==> config.mk <==
export PLATFORM = sky130hd
export DESIGN_NAME = ctl3w_port
export DESIGN_NICKNAME = d
export VERILOG_FILES = /design/src/rtl/ctl3w_pkg.sv /design/src/rtl/ctl3w_sync.sv /design/src/rtl/ctl3w_shift.sv /design/src/rtl/ctl3w_regs.sv /design/src/rtl/ctl3w_port.sv
export SDC_FILE = /design/constraint.sdc
export NUM_CORES = 1
export LEC_CHECK = 0
export BUFFER_PORTS_ARGS = -buffer_cell sky130_fd_sc_hd__buf_2
export CAP_MARGIN = 10
export CORE_MARGIN = 2
export CORE_UTILIZATION = 35
export CTS_BUF_LIST = sky130_fd_sc_hd__clkbuf_8
export DETAILED_ROUTE_END_ITERATION = 10
export PLACE_DENSITY = 0.56
export RECOVER_POWER = 100
export SLEW_MARGIN = 20
export SYNTH_ARGS = -nofsm -noshare
export SYNTH_HDL_FRONTEND = slang
export SYNTH_SLANG_ARGS = --single-unit
==> constraint.sdc <==
create_clock -name clk -period 2.36 [get_ports clk]
set_input_delay 0.472 -clock clk [delete_from_list [all_inputs] [get_ports clk]]
set_output_delay 0.472 -clock clk [all_outputs]
set_load 0.02 [all_outputs]
==> src/rtl/ctl3w_pkg.sv <==
package ctl3w_pkg;

    localparam int ATT_W   = 8;
    localparam int ROUTE_W = 4;
    localparam int DATA_W  = 2 * ATT_W;
    localparam int FRAME_W = DATA_W + 1;
    localparam int CNT_W   = $clog2(FRAME_W + 1);
    localparam int DEM_BIT = ROUTE_W;
    localparam int COM_BIT = ROUTE_W + 1;

    typedef struct packed {
        logic [ATT_W-1:0]   att_l;
        logic [ATT_W-1:0]   att_r;
        logic [ROUTE_W-1:0] route;
        logic               deemph;
        logic               common;
    } cfg_t;

    localparam logic [ATT_W-1:0]   ATT_RST   = '1;
    localparam logic [ROUTE_W-1:0] ROUTE_RST = 4'b1001;

    localparam cfg_t CFG_RST = '{
        att_l:  ATT_RST,
        att_r:  ATT_RST,
        route:  ROUTE_RST,
        deemph: 1'b0,
        common: 1'b0
    };

    typedef enum logic {
        FRAME_ATT  = 1'b0,
        FRAME_FLAG = 1'b1
    } frame_kind_e;

    function automatic cfg_t merge_frame(input cfg_t cur,
                                         input frame_kind_e kind,
                                         input logic [DATA_W-1:0] pay);
        cfg_t nxt;
        nxt = cur;
        if (kind == FRAME_ATT) begin
            nxt.att_l = pay[ATT_W-1:0];
            nxt.att_r = pay[DATA_W-1:ATT_W];
        end else begin
            nxt.route  = pay[ROUTE_W-1:0];
            nxt.deemph = pay[DEM_BIT];
            nxt.common = pay[COM_BIT];
        end
        return nxt;
    endfunction

endpackage

==> src/rtl/ctl3w_sync.sv <==
module ctl3w_sync #(
    parameter int N      = 3,
    parameter int STAGES = 2
) (
    input  logic         clk,
    input  logic         rst,
    input  logic [N-1:0] async_in,
    output logic [N-1:0] sync_out
);

    for (genvar i = 0; i < N; i++) begin : g_line
        logic [STAGES-1:0] chain_q;
        always_ff @(posedge clk) begin
            if (rst) chain_q <= '0;
            else     chain_q <= {chain_q[STAGES-2:0], async_in[i]};
        end
        assign sync_out[i] = chain_q[STAGES-1];
    end

endmodule

==> src/rtl/ctl3w_shift.sv <==
module ctl3w_shift
    import ctl3w_pkg::*;
(
    input  logic               clk,
    input  logic               rst,
    input  logic               sclk_lvl,
    input  logic               sdat_lvl,
    input  logic               slat_lvl,
    output logic [FRAME_W-1:0] frame_q,
    output logic               commit
);

    logic             sclk_prev_q, slat_prev_q;
    logic [CNT_W-1:0] cnt_q;
    logic             sclk_rise, slat_rise, full;

    assign sclk_rise = sclk_lvl & ~sclk_prev_q;
    assign slat_rise = slat_lvl & ~slat_prev_q;
    assign full      = (cnt_q == CNT_W'(FRAME_W));
    assign commit    = slat_rise & full;

    always_ff @(posedge clk) begin
        if (rst) begin
            sclk_prev_q <= 1'b0;
            slat_prev_q <= 1'b0;
            cnt_q       <= '0;
            frame_q     <= '0;
        end else begin
            sclk_prev_q <= sclk_lvl;
            slat_prev_q <= slat_lvl;
            if (sclk_rise)
                frame_q <= {sdat_lvl, frame_q[FRAME_W-1:1]};
            if (slat_rise)
                cnt_q <= '0;
            else if (sclk_rise && !full)
                cnt_q <= cnt_q + 1'b1;
        end
    end

endmodule

==> src/rtl/ctl3w_regs.sv <==
module ctl3w_regs
    import ctl3w_pkg::*;
(
    input  logic              clk,
    input  logic              rst,
    input  logic              commit,
    input  logic              kind_bit,
    input  logic [DATA_W-1:0] payload,
    output cfg_t              cfg_q
);

    always_ff @(posedge clk) begin
        if (rst)
            cfg_q <= CFG_RST;
        else if (commit)
            cfg_q <= merge_frame(cfg_q, frame_kind_e'(kind_bit), payload);
    end

endmodule

==> src/rtl/ctl3w_port.sv <==
module ctl3w_port
    import ctl3w_pkg::*;
(
    input  logic               clk,
    input  logic               rst,
    input  logic               sclk_in,
    input  logic               sdat_in,
    input  logic               slatch_in,
    output logic [ATT_W-1:0]   att_left,
    output logic [ATT_W-1:0]   att_right,
    output logic [ROUTE_W-1:0] route_code,
    output logic               deemph_on,
    output logic               att_common
);

    logic [2:0]         lvl;
    logic [FRAME_W-1:0] frame_q;
    logic               commit;
    cfg_t               cfg;

    ctl3w_sync #(.N(3), .STAGES(2)) u_sync (
        .clk      (clk),
        .rst      (rst),
        .async_in ({slatch_in, sdat_in, sclk_in}),
        .sync_out (lvl)
    );

    ctl3w_shift u_shift (
        .clk      (clk),
        .rst      (rst),
        .sclk_lvl (lvl[0]),
        .sdat_lvl (lvl[1]),
        .slat_lvl (lvl[2]),
        .frame_q  (frame_q),
        .commit   (commit)
    );

    ctl3w_regs u_regs (
        .clk      (clk),
        .rst      (rst),
        .commit   (commit),
        .kind_bit (frame_q[FRAME_W-1]),
        .payload  (frame_q[DATA_W-1:0]),
        .cfg_q    (cfg)
    );

    assign att_left   = cfg.att_l;
    assign att_right  = cfg.att_r;
    assign route_code = cfg.route;
    assign deemph_on  = cfg.deemph;
    assign att_common = cfg.common;

endmodule

==> results of run 1 <==
==> cells by family after synthesis <==
kind of cell / count (synthesis) / share of synthesized area [%]
buffers and inverters: 16 / 4.412
multiplexers: 22 / 11.25
AO/OA/AOI/OAI: 26 / 6.650
adder cells (fa/ha/maj): 2 / 1.279
flip-flops: 52 / 53.20
AND/OR/NAND/NOR: 100 / 23.21
==> layout make-up <==
class / instances / area (sq um) / area share, %
sequential: 52 / 1041 / 47.27
multi-input combinational: 150 / 819.5 / 37.22
timing repair buffer: 31 / 132.6 / 6.023
tap: 72 / 90.09 / 4.091
clock buffer: 5 / 68.82 / 3.125
clock inverter: 3 / 42.54 / 1.932
inverter: 2 / 7.507 / 0.3409
==> where the power goes <==
| group | leakage [nW] | internal [W] | total, W | switching [W] |
|---|---|---|---|---|
| Sequential | 0.421 | 0.000883 | 0.000887 | 0.00000329 |
| Clock | 0.0541 | 0.000314 | 0.000599 | 0.000285 |
| Combinational | 0.252 | 0.0000140 | 0.0000478 | 0.0000338 |
| Total | 0.727 | 0.00121 | 0.00153 | 0.000322 |
==> layout by cell type (no fill, tap or decap), types with 4 or more instances in the layout <==
master and instances:
clkbuf_8 5, a21oi_1 22, mux2i_1 22, dfxtp_1 52
o21ai_0 4, nor2_1 34, nor2b_1 9, clkbuf_1 24
or3_2 4, buf_2 4, nand2_1 45
==> per-stage QoR <==
step / utilization (%) / power, W
2_1_floorplan: - / 0.0009431
3_3_place_gp: 39.27 / 0.0009574
3_5_place_dp: 39.27 / 0.0009577
4_1_cts: 41.32 / 0.001560
5_1_grt: 40.49 / 0.001602
6_report: 40.49 / 0.001533
==> metal layers <==
metal	GRT usage (%)	share of wire (%)
met1	15.56	48
met2	20.00	47
met3	3.864	4.0
met4	4.211	1.2
met5	0	0
==> state kept, by name, indices dropped and copies added (netlist names) <==
register and count:
u_regs.cfg_q 22, u_shift.cnt_q 5, u_shift.frame_q 17, u_shift.sclk_prev_q 1, u_shift.slat_prev_q 1, u_sync.g_line.chain_q 6
==> path summary, 6_finish.rpt <==
kind | endpoint | cells past startpoint
worst max register to register | u_regs.cfg_q[7]$_SDFFE_PP1P_ | 5
worst min-delay path | u_sync.g_line[1].chain_q[0]$_SDFF_PP0_ | 2
worst min register to register | u_sync.g_line[2].chain_q[1]$_SDFF_PP0_ | 1
worst max-delay path | u_regs.cfg_q[7]$_SDFFE_PP1P_ | 5
==> critical path, stage by stage, from the launching register on <==
cell,delay (ns)
dfxtp_1,0.40
ha_1,0.16
and4bb_1,0.32
nor3b_1,0.23
buf_4,0.33
mux2i_1,0.22
==> results.toml, run 1 <==
[status]
outcome = "complete, no violations"

[sta]
worstMarginPinSlew_ns = 0.6774
slew_viol_final = 0
setup_ws_ns = 0.6307
relSlewSlack_pct = 54.84
setup_tns_ns = 0
setup_viol_count_final = 0
final.setup_skew_ns = 0.009176
period_minus_slack_ns = 1.729
fin_crit_sh_pct = 73.27
fmax_mhz = 578.3
finalHoldViolCount = 0
whs_ns = 0.3701
rsz0062_at_grt = "no"

[clocking]
cts_root_buf = "clkbuf_8"
cts.sinks = 52
tritoncts.num_buffers = 5
cts_buffer_depth = 2
cts_tree = "yes"
cts-resized-gates = 0
postCtsHoldBufs = 0
postCtsSetupRepairBufs = 0
path_clk_slew_ns = 0.09
htreeDepth = 2
clock_latency_ns = 0.30

[layout]
antennaDiodeCount = 0
drive_gt1_share_pct = 7.819
fin_nets = 249
nFillCells = 584
area_growth_pct = 12.53
instances_no_fill = 315
postLayoutCellArea_sq_mm = 0.002202

[critical_path]
r2r_setup_slack_ns = 0.63
worstPathRequired_ns = 2.59
start_kind = "register"
cp.arrival_ns = 1.96
startpoint = "u_shift.cnt_q[0]$_SDFFE_PP0P_"
crit_path_max_fanout = 16
path_class = "register to register"
endpoint_kind = "register"
r2r-start = "u_shift.cnt_q[0]$_SDFFE_PP0P_"

[floorplanning]
ios = 27
core_sq_mm = 0.005439
die_w_um = 78.78
fp.dieArea_sq_mm = 0.006206
start_util_pct = 35.98
rows = 27
fp.dieH_um = 78.78

[synth]
ys_ff_latch = 52
synth_common_cells = "52 x dfxtp_1, 45 x nand2_1, 34 x nor2_1"
syn_area_sq_mm = 0.001957
yosysTopAreaCell = "dfxtp_1"
ys_types = 22
synthCells = 218
yosysSeqAreaShare_pct = 53.20
syn_area_per_cell_sq_um = 8.977
async_reset_ff_share_pct = 0
yosys_warnings = 0
yosysMostFrequentCell = "dfxtp_1"
synthFlopType = "dfxtp_1"
synth_edf_count = 0
synth_top_area_share_pct = 53.20
ys_top_cells_by_area = "dfxtp_1 53%, mux2i_1 11%, nand2_1 8.6%"
synth_nets = 225

[place]
portBuffers = 26
preCtsSetupSlack_ns = 0.6950
gp_congestion = 0.7062
placed_cell_area_sq_mm = 0.002136
dpl.cell_count = 307
dp_hpwl_mm = 2.336

[detailed_routing]
antenna_left = 0
vias = 1468
wirelength_mm = 3.536
vias_per_cell = 4.660
drt-initial-drc-count = 56
drc = 0
detail_route.first_pass.iterations = 4
post_drt_wl_per_cell_um = 11.23

[global_route]
grt_max_degree = 26
overflow = 0
antenna_found_initial = 0
track_usage_pct = 12.34
grt_pass1_wl_mm = 6.030
grt_pass1_vias = 1332

[hold_path]
hp-start = "sdat_in"
hp-class = "primary input to register"

[power_and_ir_drop]
p_leak_nw = 0.7270
ir_drop_v = 0.0002969
pwr_density_cell_mw_per_mm2 = 696.3

[job]
max-cap-violations = 0
Note: power is estimated with default switching activity, not from simulation.
==> run 2: changes to the inputs <==
==> constraint.sdc (replaced) <==
create_clock -name clk -period 1.7 [get_ports clk]
set_input_delay 0.34 -clock clk [delete_from_list [all_inputs] [get_ports clk]]
set_output_delay 0.34 -clock clk [all_outputs]
set_load 0.02 [all_outputs]
==> run 2 against run 1 <==
Compared with the run above:
- highest routed layer unchanged
- utilization decreased by 0.069 points
- clock power increased by 12%
- sequential power increased by 39%
- clock-buffer cell count unchanged
- design area decreased by 0.17%
- critical path depth unchanged
- critical path type unchanged
- first-iteration DRC count increased by 21%
- non-clock buffer count increased by 1
- setup slack got worse by 0.50 ns
- maximum frequency increased by 9.9%
- wire length decreased by 1.4%
==> results.toml, run 2 (synthesis gave the netlist of run 1 again) <==
[critical_path]
worstPathRequired_ns = 1.94
cp_cell_sequence = "ha_1 > and4bb_4 > nor3b_2 > buf_6 > mux2i_1"
cp.arrival_ns = 1.81
endpoint_kind = "register"
crit_path_max_fanout = 10
start_kind = "register"
critPathSlowestCell = "dfxtp_1"
path_class = "register to register"
r2r_setup_slack_ns = 0.13
max_stage_delay_ns = 0.41

[power_and_ir_drop]
p_leak_nw = 0.7309
pwr_density_cell_mw_per_mm2 = 895.3
ir_drop_v = 0.0003563

[detailed_routing]
drt-initial-drc-count = 68
antenna_left = 0
vias = 1450
detail_route.first_pass.iterations = 4
drc = 0
wirelength_mm = 3.487
post_drt_wl_per_cell_um = 11.03
vias_per_cell = 4.589

[global_route]
overflow = 0
track_usage_pct = 12.61
antenna_found_initial = 0
grt_max_degree = 27
grt_pass1_wl_mm = 6.154
grt_pass1_vias = 1347

[floorplanning]
rows = 27
fp.dieH_um = 78.78
die_w_um = 78.78
ios = 27
fp.dieArea_sq_mm = 0.006206
core_sq_mm = 0.005439
start_util_pct = 35.98

[clocking]
cts_root_buf = "clkbuf_8"
path_clk_slew_ns = 0.09
cts.sinks = 52
tritoncts.num_buffers = 5
clock_latency_ns = 0.30
cts_tree = "yes"
htreeDepth = 2
cts_buffer_depth = 2

[sta]
final.setup_skew_ns = 0.007767
slew_viol_final = 0
fin_crit_sh_pct = 92.56
finalHoldViolCount = 0
worstMarginPinSlew_ns = 0.5559
fmax_mhz = 635.5
relSlewSlack_pct = 62.94
setup_tns_ns = 0
period_minus_slack_ns = 1.573
whs_ns = 0.2362
setup_viol_count_final = 0
rsz0062_at_grt = "no"

[layout]
drive_gt1_share_pct = 9.016
area_growth_pct = 12.34
largest_reg_flops = 22
layout_commonest_cell = "dfxtp_1"
antennaDiodeCount = 0
fin_nets = 250
reg_top3 = "u_regs.cfg_q (22), u_shift.frame_q (17), u_sync.g_line.chain_q (6)"
largest_register = "u_regs.cfg_q"
mostFrequentLayoutCells = "52 x dfxtp_1, 45 x nand2_1, 34 x nor2_1"

[place]
gp_congestion = 0.7671
portBuffers = 26
dp_hpwl_mm = 2.358

[job]
max-cap-violations = 0

[status]
outcome = "complete, no violations"

[hold_path]
hp-class = "primary input to register"
## run 2: through the flow
step / setup WS, ns / instances / power, W / instance area (sq um) / utilization, %
6_report: 0.1266 / 316 / 0.001968 / 2198 / 40.42
5_1_grt: 0.003888 / 316 / 0.002061 / 2198 / 40.42
4_1_cts: 0.09588 / 316 / 0.002013 / 2241 / 41.20
3_5_place_dp: 0.1158 / 308 / 0.001333 / 2156 / 39.64
3_3_place_gp: 0.2097 / 308 / 0.001333 / 2156 / 39.64
2_1_floorplan: 0.2495 / 218 / 0.001309 / 1957 / -
## run 2: final timing paths
| path | from | to | depth (start not counted) |
|---|---|---|---|
| setup / recovery | u_shift.cnt_q[0]$_SDFFE_PP0P_ | u_regs.cfg_q[14]$_SDFFE_PP1P_ | 5 |
| hold / removal | sdat_in | u_sync.g_line[1].chain_q[0]$_SDFF_PP0_ | 2 |
| setup reg to reg | u_shift.cnt_q[0]$_SDFFE_PP0P_ | u_regs.cfg_q[14]$_SDFFE_PP1P_ | 5 |
| hold reg to reg | u_sync.g_line[0].chain_q[0]$_SDFF_PP0_ | u_sync.g_line[0].chain_q[1]$_SDFF_PP0_ | 1 |
## run 2: cell type report
cell class                      instances  area, sq um
Fill cell                             584         3241
Clock buffer                            5        68.82
Timing Repair Buffer                   32        145.1
Multi-Input combinational cell        150        829.5
Sequential cell                        52         1041
Inverter                                2        7.507
Clock inverter                          3        16.27
Tap cell                               72        90.09
## run 2: metal layers
| layer | global-route usage (%) | routed length [um] |
|---|---|---|
| met3 | 4.091 | 168 |
| met4 | 5.263 | 58 |
| met2 | 19.74 | 1504 |
| met5 | 0 | 0 |
| met1 | 15.98 | 1756 |
## run 2: worst max-delay path, delay by kind of cell (launching register included)
family	cells	cell delay (ns)
multiplexers	1	0.20
buffers and inverters	1	0.21
AND/OR/NAND/NOR	2	0.52
flip-flops	1	0.41
adder cells (fa/ha/maj)	1	0.17
## run 2: where the power goes
group / internal, W / switching (W) / leakage, nW
Clock: 0.000283 / 0.000388 / 0.0507
Sequential: 0.00123 / 0.00000479 / 0.421
Combinational: 0.0000196 / 0.0000473 / 0.259
Total: 0.00153 / 0.000440 / 0.731
## run 2: repair_timing
action	in CTS	in global routing
endpoints found under the setup margin	0	4
buffers inserted	0	0
hold buffers	0	0
resized for setup	0	1
==> run 3: changes to the inputs <==
--- a/config.mk
+++ b/config.mk
@@ -7,7 +7,6 @@
 export LEC_CHECK = 0
 export BUFFER_PORTS_ARGS = -buffer_cell sky130_fd_sc_hd__buf_2
 export CAP_MARGIN = 10
-export CORE_MARGIN = 2
 export CORE_UTILIZATION = 35
 export CTS_BUF_LIST = sky130_fd_sc_hd__clkbuf_8
 export DETAILED_ROUTE_END_ITERATION = 10
==> constraint.sdc (replaced) <==
create_clock -name clk -period 1.7 [get_ports clk]
set_input_delay 0.34 -clock clk [delete_from_list [all_inputs] [get_ports clk]]
set_output_delay 0.34 -clock clk [all_outputs]
set_load 0.01 [all_outputs]
==> run 3 against run 2 <==
Compared with the run above:
- register-to-register slack gained 0.04 ns
- hold slack gained 0.0062 ns
- combinational power grew 4.6%
- maximum frequency grew 2.8%
- sequential share of layout area is 0.69 points lower
- setup slack better by 0.042 ns
- clock-buffer cell count grew 1
- flip-flop and latch count stayed put
- critical path type unchanged
- largest power group unchanged
==> results.toml, run 3 (synthesis gave the netlist of run 1 again) <==
[sta]
setup_viol_count_final = 0
fin_crit_sh_pct = 90.07
setup_ws_ns = 0.1688
period_minus_slack_ns = 1.531
setup_tns_ns = 0
final.setup_skew_ns = 0.009104
rsz0062_at_grt = "no"
worstMarginPinSlew_ns = 0.6655
slew_viol_final = 0
finalHoldViolCount = 0
relSlewSlack_pct = 55.64
fmax_mhz = 653.1

[status]
outcome = "complete, no violations"

[global_route]
overflow = 0
track_usage_pct = 13.26
grt_pass1_vias = 1350
antenna_found_initial = 0
grt_pass1_wl_mm = 6.258
grt_max_degree = 29

[power_and_ir_drop]
p_leak_nw = 0.7342
p_seq_share_pct = 60.4
swShare_pct = 22.45
p_sw_w = 0.0004577
pwr-share-clk_pct = 36.2
p_int_w = 0.001581
pwr_density_cell_mw_per_mm2 = 914.0
ir_drop_v = 0.0004625
combPwrFrac_pct = 3.4

[clocking]
cts.sinks = 52
path_clk_slew_ns = 0.10
htreeDepth = 2
cts_buffer_depth = 2
postCtsHoldBufs = 0
tritoncts.num_buffers = 5
postCtsSetupRepairBufs = 0
cts_root_buf = "clkbuf_8"
cts-resized-gates = 0
cts_tree = "yes"
clock_latency_ns = 0.30

[detailed_routing]
post_drt_wl_per_cell_um = 11.00
vias_per_cell = 4.513
antenna_left = 0
detail_route.first_pass.iterations = 4
drc = 0
drt-initial-drc-count = 69
wirelength_mm = 3.477
vias = 1426

[critical_path]
crit_buf_inv = 1
endpoint_kind = "register"
critPathSlowestCell = "dfxtp_1"
start_kind = "register"
max_stage_delay_ns = 0.40
crit_family = "simple AND/OR/NAND/NOR gates"
crit_path_max_fanout = 12
cp.arrival_ns = 1.76
path_class = "register to register"
worstPathRequired_ns = 1.93
cp_cell_sequence = "ha_1 > and4bb_4 > nor3b_4 > buf_12 > mux2i_1"

[place]
portBuffers = 26
gp_congestion = 0.7517
dp_hpwl_mm = 2.288
preCtsSetupSlack_ns = 0.1331

[layout]
drive_gt1_share_pct = 9.350
layout_commonest_cell = "dfxtp_1"
mostFrequentLayoutCells = "52 x dfxtp_1, 45 x nand2_1, 34 x nor2_1"
antennaDiodeCount = 0
area_growth_pct = 14.00
largest_register = "u_regs.cfg_q"
largest_reg_flops = 22
fin_nets = 252
reg_top3 = "u_regs.cfg_q (22), u_shift.frame_q (17), u_sync.g_line.chain_q (6)"

[floorplanning]
fp.dieArea_sq_mm = 0.005894
die_w_um = 76.78
start_util_pct = 37.36
rows = 26
core_sq_mm = 0.005238
fp.dieH_um = 76.78
ios = 27

[hold_path]
hp-class = "primary input to register"

[job]
max-cap-violations = 0
## run 3: changes by cell type in the layout (fill, tap and decap cells not counted), sizes merged
cell,previous run,this run
buf,7,8
clkbuf,30,32
inv,3,2
## run 3: final timing paths
kind	startpoint	endpoint	slack [ns]	cells after the start
min	slatch_in	u_sync.g_line[2].chain_q[0]$_SDFF_PP0_	0.24	2
max	u_shift.cnt_q[0]$_SDFFE_PP0P_	u_regs.cfg_q[12]$_SDFFE_PP1P_	0.17	5
min reg2reg	u_sync.g_line[0].chain_q[0]$_SDFF_PP0_	u_sync.g_line[0].chain_q[1]$_SDFF_PP0_	0.45	1
max reg2reg	u_shift.cnt_q[0]$_SDFFE_PP0P_	u_regs.cfg_q[12]$_SDFFE_PP1P_	0.17	5
## run 3: worst reg2reg max path: cells and delay by family, from the launching register on
family / cells / cell delay, ns
adders and majority gates: 1 / 0.17
buffers and inverters: 1 / 0.19
DFF: 1 / 0.40
muxes: 1 / 0.18
and+or+nand+nor: 2 / 0.53
## run 3: layout make-up
cell class	count	area, sq um
clock buffers	6	82.58
clock inverters	2	13.76
fillers	544	3007
inverters	2	7.507
multi-input cells	150	835.8
flip-flops and latches	52	1041
well taps	70	87.58
repair buffers	34	162.7
## run 3: power groups by stage
stage / Combinational [W] / Clock (W) / Sequential, W
after global placement: 0.0000747 / 0 / 0.00126
after global routing: 0.0000798 / 0.000829 / 0.00123
final: 0.0000701 / 0.000737 / 0.00123
after detailed placement: 0.0000742 / 0 / 0.00126
after floorplan: 0.0000509 / 0 / 0.00126
after CTS: 0.0000743 / 0.000766 / 0.00123
## run 3: routing by layer
layer	wire (um)	global-route usage, %	vias up
met3	133	4.881	4
met2	1486	20.00	26
li1	-	-	759
met1	1821	17.49	637
met4	36	4.038	0
met5	0	0	-
## run 3: metrics by stage
stage	power [W]	instance area, sq um	util (%)	hold slack (ns)	instances
after floorplan	0.001309	1957	-	0.4138	218
after global placement	0.001334	2168	41.40	0.4182	308
after detailed placement	0.001334	2168	41.40	0.4295	308
after CTS	0.002072	2265	43.24	0.2340	316
after global routing	0.002143	2231	42.59	0.2186	316
final	0.002039	2231	42.59	0.2424	316
